===== config.mk =====
export PLATFORM = sky130hd
export DESIGN_NAME = winreg_file
export DESIGN_NICKNAME = d
export VERILOG_FILES = /design/src/rtl/winreg_pkg.sv /design/src/rtl/winreg_base.sv /design/src/rtl/winreg_map.sv /design/src/rtl/winreg_store.sv /design/src/rtl/winreg_file.sv
export SDC_FILE = /design/constraint.sdc
export NUM_CORES = 2
export LEC_CHECK = 0
export BUFFER_PORTS_ARGS = -buffer_cell sky130_fd_sc_hd__clkbuf_2
export CAP_MARGIN = 15
export CORE_ASPECT_RATIO = 0.8
export CORE_MARGIN = 4
export CORE_UTILIZATION = 40
export DETAILED_ROUTE_END_ITERATION = 8
export PLACE_DENSITY = 0.67
export SETUP_SLACK_MARGIN = 0.4
export SYNTH_ARGS = -nofsm -noshare
export SYNTH_HDL_FRONTEND = slang
export SYNTH_SLANG_ARGS = --single-unit
export TNS_END_PERCENT = 30

===== constraint.sdc =====
create_clock -name clk -period 8.3 [get_ports clk]
set_input_delay 2.075 -clock clk [delete_from_list [all_inputs] [get_ports clk]]
set_output_delay 2.075 -clock clk [all_outputs]
set_load 0.02 [all_outputs]

===== src/rtl/winreg_pkg.sv =====
package winreg_pkg;
  localparam int QUAD_SZ = 4;
  localparam int LOG_IDX_W = 4;
  localparam int ROT_W = 4;
  localparam int N_RPORTS = 2;
endpackage


===== src/rtl/winreg_base.sv =====
module winreg_base
  import winreg_pkg::*;
#(
  parameter int QB = 4
) (
  input  logic             clk,
  input  logic             rst_n,
  input  logic             rot_en,
  input  logic [ROT_W-1:0] rot_amt,
  input  logic             ld_en,
  input  logic [QB-1:0]    ld_val,
  output logic [QB-1:0]    base
);
  localparam int EW = QB + ROT_W;

  logic [EW-1:0] sum_ext;
  logic [QB-1:0] base_nxt;

  always_comb begin
    sum_ext = EW'(base) + {{QB{rot_amt[ROT_W-1]}}, rot_amt};
    if (ld_en)       base_nxt = ld_val;
    else if (rot_en) base_nxt = sum_ext[QB-1:0];
    else             base_nxt = base;
  end

  always_ff @(posedge clk) begin
    if (!rst_n) base <= '0;
    else        base <= base_nxt;
  end

  AST_LOAD_WINS: assert property (@(posedge clk) disable iff (!rst_n)
    ld_en |=> base == $past(ld_val));
  AST_ROT_WRAP: assert property (@(posedge clk) disable iff (!rst_n)
    (rot_en && !ld_en) |=> (EW'(base) == ((EW'($past(base)) + {{QB{$past(rot_amt[ROT_W-1])}}, $past(rot_amt)}) & EW'((1 << QB) - 1))));
  AST_BASE_HOLD: assert property (@(posedge clk) disable iff (!rst_n)
    (!rot_en && !ld_en) |=> $stable(base));
endmodule


===== src/rtl/winreg_map.sv =====
module winreg_map
  import winreg_pkg::*;
#(
  parameter int QB = 4
) (
  input  logic [QB-1:0]        base,
  input  logic [LOG_IDX_W-1:0] lidx,
  output logic [QB+1:0]        paddr
);
  logic [QB-1:0] pquad;

  always_comb begin
    pquad = base + QB'(lidx[3:2]);
    paddr = {pquad, lidx[1:0]};
  end
endmodule


===== src/rtl/winreg_store.sv =====
module winreg_store #(
  parameter int DEPTH  = 64,
  parameter int DATA_W = 32,
  parameter int AW     = 6
) (
  input  logic              clk,
  input  logic              rst_n,
  input  logic              we,
  input  logic [AW-1:0]     waddr,
  input  logic [DATA_W-1:0] wdata,
  input  logic [AW-1:0]     raddr_a,
  output logic [DATA_W-1:0] rdata_a,
  input  logic [AW-1:0]     raddr_b,
  output logic [DATA_W-1:0] rdata_b
);
  logic [DATA_W-1:0] mem [DEPTH];

  always_ff @(posedge clk) begin
    if (we) mem[waddr] <= wdata;
  end

  assign rdata_a = mem[raddr_a];
  assign rdata_b = mem[raddr_b];

  AST_WRITE_LANDS: assert property (@(posedge clk) disable iff (!rst_n)
    (we && raddr_a == waddr) |=> (raddr_a != $past(waddr)) || (rdata_a == $past(wdata)));
endmodule


===== src/rtl/winreg_file.sv =====
module winreg_file
  import winreg_pkg::*;
#(
  parameter int PHYS_REGS = 64,
  parameter int DATA_W    = 32,
  parameter int QB        = $clog2(PHYS_REGS / QUAD_SZ)
) (
  input  logic                 clk,
  input  logic                 rst_n,
  input  logic [LOG_IDX_W-1:0] rd_a_idx,
  output logic [DATA_W-1:0]    rd_a_data,
  input  logic [LOG_IDX_W-1:0] rd_b_idx,
  output logic [DATA_W-1:0]    rd_b_data,
  input  logic                 wr_en,
  input  logic [LOG_IDX_W-1:0] wr_idx,
  input  logic [DATA_W-1:0]    wr_data,
  input  logic                 rot_en,
  input  logic [ROT_W-1:0]     rot_amt,
  input  logic                 base_ld,
  input  logic [QB-1:0]        base_ld_val,
  output logic [QB-1:0]        base_out
);
  localparam int AW = QB + 2;
  localparam int NMAP = N_RPORTS + 1;

  logic [QB-1:0]        base;
  logic [LOG_IDX_W-1:0] map_in  [NMAP];
  logic [AW-1:0]        map_out [NMAP];

  assign map_in[0] = rd_a_idx;
  assign map_in[1] = rd_b_idx;
  assign map_in[2] = wr_idx;

  winreg_base #(.QB(QB)) u_base (
    .clk(clk), .rst_n(rst_n), .rot_en(rot_en), .rot_amt(rot_amt),
    .ld_en(base_ld), .ld_val(base_ld_val), .base(base)
  );

  for (genvar g = 0; g < NMAP; g++) begin : g_map
    winreg_map #(.QB(QB)) u_map (
      .base(base), .lidx(map_in[g]), .paddr(map_out[g])
    );
  end

  winreg_store #(.DEPTH(PHYS_REGS), .DATA_W(DATA_W), .AW(AW)) u_store (
    .clk(clk), .rst_n(rst_n), .we(wr_en), .waddr(map_out[2]), .wdata(wr_data),
    .raddr_a(map_out[0]), .rdata_a(rd_a_data),
    .raddr_b(map_out[1]), .rdata_b(rd_b_data)
  );

  assign base_out = base;

  AST_RESET_BASE: assert property (@(posedge clk)
    !rst_n |=> base_out == '0);
endmodule


---- Word-level counts from Yosys, hierarchy flattened ----
Memories as Yosys holds them, arrays and structs flattened.
Index checks and enable logic that the tools add are counted.
cells by class
  add/subtract/negate cells ............... 4
  multiplexer cells ....................... 4
  reduce and logical (&&, ||, !) cells .... 1
operators by type and width
  cell                  number
  adder 4 x 2 -> 4 bit  3
  2-to-1 mux 4 bit      2
  adder 4 bit           1
  2-to-1 mux 1 bit      2
  nonzero test 2 bit    1
storage, ports and cells
  bits in registers ....................... 4
  RAM bits ................................ 2,048
  input port bits ......................... 57
  output and inout port bits .............. 68
  logic and storage cells ................. 11
  memories kept ........................... 1
memories
  memory       depth  bits a word  rd ports  clocked after memory_dff  wr ports  RTL line            source
  u_store.mem  64     32           2         0                         1         winreg_store.sv:16  logic [DATA_W-1:0] mem [DEPTH];

---- Logic depth before layout (Yosys ltp) ----
  depth in word-level cells ............... 3
  depth in mapped cells ................... 10
  depth with buffers taken out ............ 7

---- Modules after synthesis ----
Synthesis repeated with hierarchy kept, for this count alone.
unflattened totals
  cells, all modules ...................... 4,420
  area total of the unflattened synthesis .. 95,014.9 um2
by module, submodules not included
  module                            times used  cells an instance  area each (um2)  seq. area each (um2)
  winreg_store                      1           4,348              94,379.3         61,499.0
  winreg_base                       1           35                 316.6            80.1
  winreg_map at g_map[0].u_map ...  2           11                 101.3            0.0
  winreg_map at g_map[2].u_map      1           15                 116.4            0.0

---- Worst setup path after synthesis ----
OpenSTA, ideal clock, no wires.
  kind .................................... input port to output port
  from .................................... input rd_b_idx[2]
  to ...................................... output rd_b_data[11]
  arrival time ............................ 4.797 ns
  data required time ...................... 6.225 ns
  setup slack ............................. 1.428 ns
  stages on the path ...................... 8
  path buffers ............................ 2
  cell sequence ........................... ha_1 -> fa_1 -> inv_2 -> buf_2 -> buf_1 -> mux2_2 -> a32o_1 -> a221oi_1
on the way
  longest elaborated chain between the ends .. 2
ends and longest elaborated chain
  what                       RTL line           source
  start: declaration         winreg_file.sv:12  input logic [LOG_IDX_W-1:0] rd_b_idx,
  adder 4 x 2 -> 4 bit       winreg_map.sv:13   pquad = base + QB'(lidx[3:2]);
  memory read (64 x 32 bit)  --
  end: declaration           winreg_file.sv:13  output logic [DATA_W-1:0] rd_b_data,
Every way passes these cells.

---- Final worst setup path ----
  from .................................... input rd_a_idx[2]
  to ...................................... output rd_a_data[16]
on the way
  longest elaborated chain between the ends .. 2
ends and longest elaborated chain
  what                       RTL line           source
  start: declaration         winreg_file.sv:10  input logic [LOG_IDX_W-1:0] rd_a_idx,
  adder 4 x 2 -> 4 bit       winreg_map.sv:13
  memory read (64 x 32 bit)  --
  end: declaration           winreg_file.sv:11  output logic [DATA_W-1:0] rd_a_data,
Every way passes these cells.

==> results.md <==
- Core area: 235,000 sq um
- Post-detailed-route DRC marker count: 0
- Maximum cell stage delay along the critical path: 0.90 ns
- Total grt overflow: 0
- Sequential cell area fraction in the yosys report: 65.0%
- Die height: 443 um
- Detailed Place HPWL: 182,000 um
- Crit-path cells: clkbuf_2 -> ha_4 -> fa_4 -> and2_1 -> buf_4 -> a221oi_1 -> o221a_1 -> clkbuf_2
- Leading cell types by total area after synthesis: sky130_fd_sc_hd__edfxtp_1 (65%), sky130_fd_sc_hd__mux4_2 (29%), sky130_fd_sc_hd__mux2i_1 (1.1%)
- Post-route clock skew: 0.0322 ns
- Critical-path maximum fanout: 17
- Library cell appearing most often on the critical path: sky130_fd_sc_hd__clkbuf_2
- Synth Area in Compound Gates: 1.63%
- Number of storage elements in the synthesis netlist: 2,052
- Most common flop cell mapped by yosys: sky130_fd_sc_hd__edfxtp_1
- MaxCap Viol Count: 0
- Final slew viol count: 0
- Buffers inserted by post-CTS timing repair: 0
- Die width: 552 um
- DRT Wirelength: 301,000 um
- Crit Path Category: in2out
- Number of endpoints with negative hold slack in the final report: 0
- Share of flip-flops with an asynchronous set or reset: 0%
- Initial Util: 40.3%
- Worst endpoint data arrival time: 5.79 ns
- Via count of the first global-routing pass: 51,700
- Maximum level of the CTS H-tree: 4
- Fmax achieved: 127 MHz
- Ratio of total power to cell area: 226 nW/um^2
- Remaining max-slew budget at the tightest pin: 14.5%
- Final routed wire length divided by cell count: 38.5 um
- Status: finished clean
- Warnings, synthesis: 0
- Synthesized-area fraction occupied by and/or/nand/nor cells: 1.35%
- RSZ-0062 raised after global routing: false
- Bufs on Longest Clock Path: 3
- Post-synthesis instance total: 4,225
- Yosys top cell by area: sky130_fd_sc_hd__edfxtp_1
- Average instance area after synthesis: 22.4 sq um
- Global-route wire length before repair: 417,000 um
- Synth Net Count: 4,295
- Fillcell total: 19,200
- Total number of vias: 52,300
- Placed cell area: 101,000 sq um
- Design area: 108,000 sq um
- Length of the first detailed-routing pass in iterations: 5
- Area growth from synthesis to layout: 14.0%
- Antenna-violating nets left: 0
- Count of cells resized by post-cts repair: 0
- Tightest Hold Check Type: reg2reg
- Register clock-pin slew on the reported worst setup and hold paths: 0.06 ns
- Worst-Skew Late Latency: 0.84 ns
- Element type at the critical path end: output port
- Worst Max-Slew Pin Slew: 1.28 ns
- Total CTS buffers: 208
- Synth unique cells: 54
- Area share of the leading cell type in the synthesized netlist: 64.9%
- Final cycle utilization of the critical path: 94.8%
- Startpoint Class: input port
- NumNets Final: 4,561
- Maximum number of pins on one net before global-route repair: 70
- Rows: 159
- Crit-path slowest cell: sky130_fd_sc_hd__a221oi_1
- Number of placed I/O pins: 125
- Routed vias/inst: 6.70
- Synth Cell Area: 94,700 sq um
- Total Die Area: 245,000 sq um
- Starting DRC count in detailed routing: 8,355
- Multiplexer area fraction after synthesis: 29.9%
- Share of post-route cells with drive strength above 1: 42.3%
- Required time reported for the critical path endpoint: 6.23 ns
- Overall track demand over capacity in global routing: 24.2%
- Number of antenna violations at the first check in global routing: 29
- Root Driver: sky130_fd_sc_hd__clkbuf_16
- Number of synthesized flops with an enable pin: 2,048
- IO Port Bufs: 124
- Weighted congestion at the end of routability-driven global placement: 0.846
- Cts hold-fix bufs: 0
- Total Negative Setup Slacks: 0 ns
- Reported leakage power: 0.0334 uW
- Worst vdd ir: 0.213 mV
- Shortest clock period the worst path allows after layout: 7.87 ns
- # setup viols final: 0
- Clock tree from TritonCTS: done
- Clock Sink Count: 2,052
- Adder and majority gate portion of the synthesized area: 0.203%
- Largest family of logic cells by synthesized area: multiplexers
- Share of the synthesized netlist area taken by xor and xnor gates: 0.108%
==> Yosys cell counts, drive strengths merged (22+ instances only) <==
cell	number
mux4	1210
and2	24
buf	180
nor2	92
edfxtp	2048
a221o	23
o22ai	33
a21oi	49
nand2	104
mux2i	106
clkbuf	146
nand3	25
a221oi	22
==> routing by layer <==
layer,wire length [um],vias to the layer above,global-route usage (%)
li1,-,19500,-
met1,111000,28300,33.2
met5,47,-,0
met2,140000,3934,37.1
met3,39600,595,7.42
met4,10500,8,8.07
==> kinds of logic after synthesis <==
family,count (synthesis)
flops,2052
mux,1321
buf+inv,334
simple gates,289
compound gates,206
fa+ha+maj,13
xor+xnor,10
==> metrics by stage <==
stage          util [%]  hold WS [ns]  std cells  power [uW]  setup slack, ns
2_1_floorplan         -         0.794       4225       13600             1.43
3_3_place_gp       42.8         0.849       7400       15000            0.461
3_5_place_dp       42.8         0.856       7401       15000            0.533
4_1_cts            45.8         0.869       7785       24400            0.528
5_1_grt            45.9         0.915       7808       25000            0.536
6_report           45.9         0.857       7813       24400            0.432
==> cell type report <==
| cell class | count | area (sq um) | share of cell area, % |
|---|---|---|---|
| antenna | 9 | 22.5 | 0.0209 |
| clock buffer | 245 | 5340 | 4.95 |
| clock inverter | 139 | 1510 | 1.40 |
| inverter | 8 | 37.5 | 0.0348 |
| multi-input combinational | 1839 | 32100 | 29.7 |
| sequential | 2052 | 61600 | 57.0 |
| tap | 3139 | 3930 | 3.64 |
| timing repair buffer | 382 | 3470 | 3.21 |
==> worst max-delay path, delay by kind of cell <==
| kind | cells | cell delay [ns] |
|---|---|---|
| and+or+nand+nor | 1 | 0.60 |
| AOI/OAI and AO/OA | 2 | 1.33 |
| adders and majority gates | 2 | 1.00 |
| buffers and inverters | 3 | 0.74 |
==> power by group <==
part | switching, uW | internal [uW] | leakage, uW
clock | 4080 | 5420 | 0.00332
combinational | 2050 | 1280 | 0.0116
sequential | 35.7 | 11500 | 0.0185
total | 6170 | 18200 | 0.0334
==> worst paths after layout <==
path | endpoint | start | depth (start not counted) | slack, ns
worst max-delay path | rd_a_data[16] | rd_a_idx[2] | 8 | 0.43
worst min-delay path | u_base.base[0]$_SDFFE_PN0P_ | u_base.base[0]$_SDFFE_PN0P_ | 3 | 0.86
worst max register to register | u_store.mem[45][2]$_DFFE_PP_ | u_base.base[1]$_SDFFE_PN0P_ | 7 | 3.92
worst min register to register | u_base.base[0]$_SDFFE_PN0P_ | u_base.base[0]$_SDFFE_PN0P_ | 3 | 0.86
==> cell usage in the layout, fill, tap and decap left out, types with 5 or more instances in the layout <==
master	count
sky130_fd_sc_hd__o21ai_0	6
sky130_fd_sc_hd__a31oi_1	13
sky130_fd_sc_hd__edfxtp_1	2048
sky130_fd_sc_hd__xnor2_1	5
sky130_fd_sc_hd__nor2b_1	7
sky130_fd_sc_hd__nand2_1	104
sky130_fd_sc_hd__nor2_1	26
sky130_fd_sc_hd__or3_1	20
sky130_fd_sc_hd__a22oi_1	6
sky130_fd_sc_hd__buf_12	60
sky130_fd_sc_hd__inv_1	7
sky130_fd_sc_hd__a221o_1	23
sky130_fd_sc_hd__nor3_1	9
sky130_fd_sc_hd__o221ai_1	5
sky130_fd_sc_hd__ha_1	7
sky130_fd_sc_hd__buf_4	191
sky130_fd_sc_hd__buf_16	6
sky130_fd_sc_hd__o221a_1	18
sky130_fd_sc_hd__a21oi_1	47
sky130_fd_sc_hd__a221oi_1	22
sky130_fd_sc_hd__diode_2	9
sky130_fd_sc_hd__clkbuf_16	208
sky130_fd_sc_hd__nand3_1	24
sky130_fd_sc_hd__o22ai_1	33
sky130_fd_sc_hd__clkinv_1	51
sky130_fd_sc_hd__clkbuf_1	37
sky130_fd_sc_hd__a21boi_0	5
sky130_fd_sc_hd__nand2b_1	5
sky130_fd_sc_hd__clkbuf_2	120
sky130_fd_sc_hd__clkinv_2	35
sky130_fd_sc_hd__mux2i_1	105
sky130_fd_sc_hd__nor2_4	64
sky130_fd_sc_hd__clkinvlp_4	9
sky130_fd_sc_hd__mux2_2	5
sky130_fd_sc_hd__and2_1	24
sky130_fd_sc_hd__mux4_2	1210
sky130_fd_sc_hd__clkinv_8	5
sky130_fd_sc_hd__bufinv_16	26
sky130_fd_sc_hd__inv_6	5
==> flip-flops by register name (all words and copies together), names as in the netlist <==
name / cells
u_base.base: 4
u_store.mem: 2048
No activity file was read; power rests on OpenSTA's default activity.
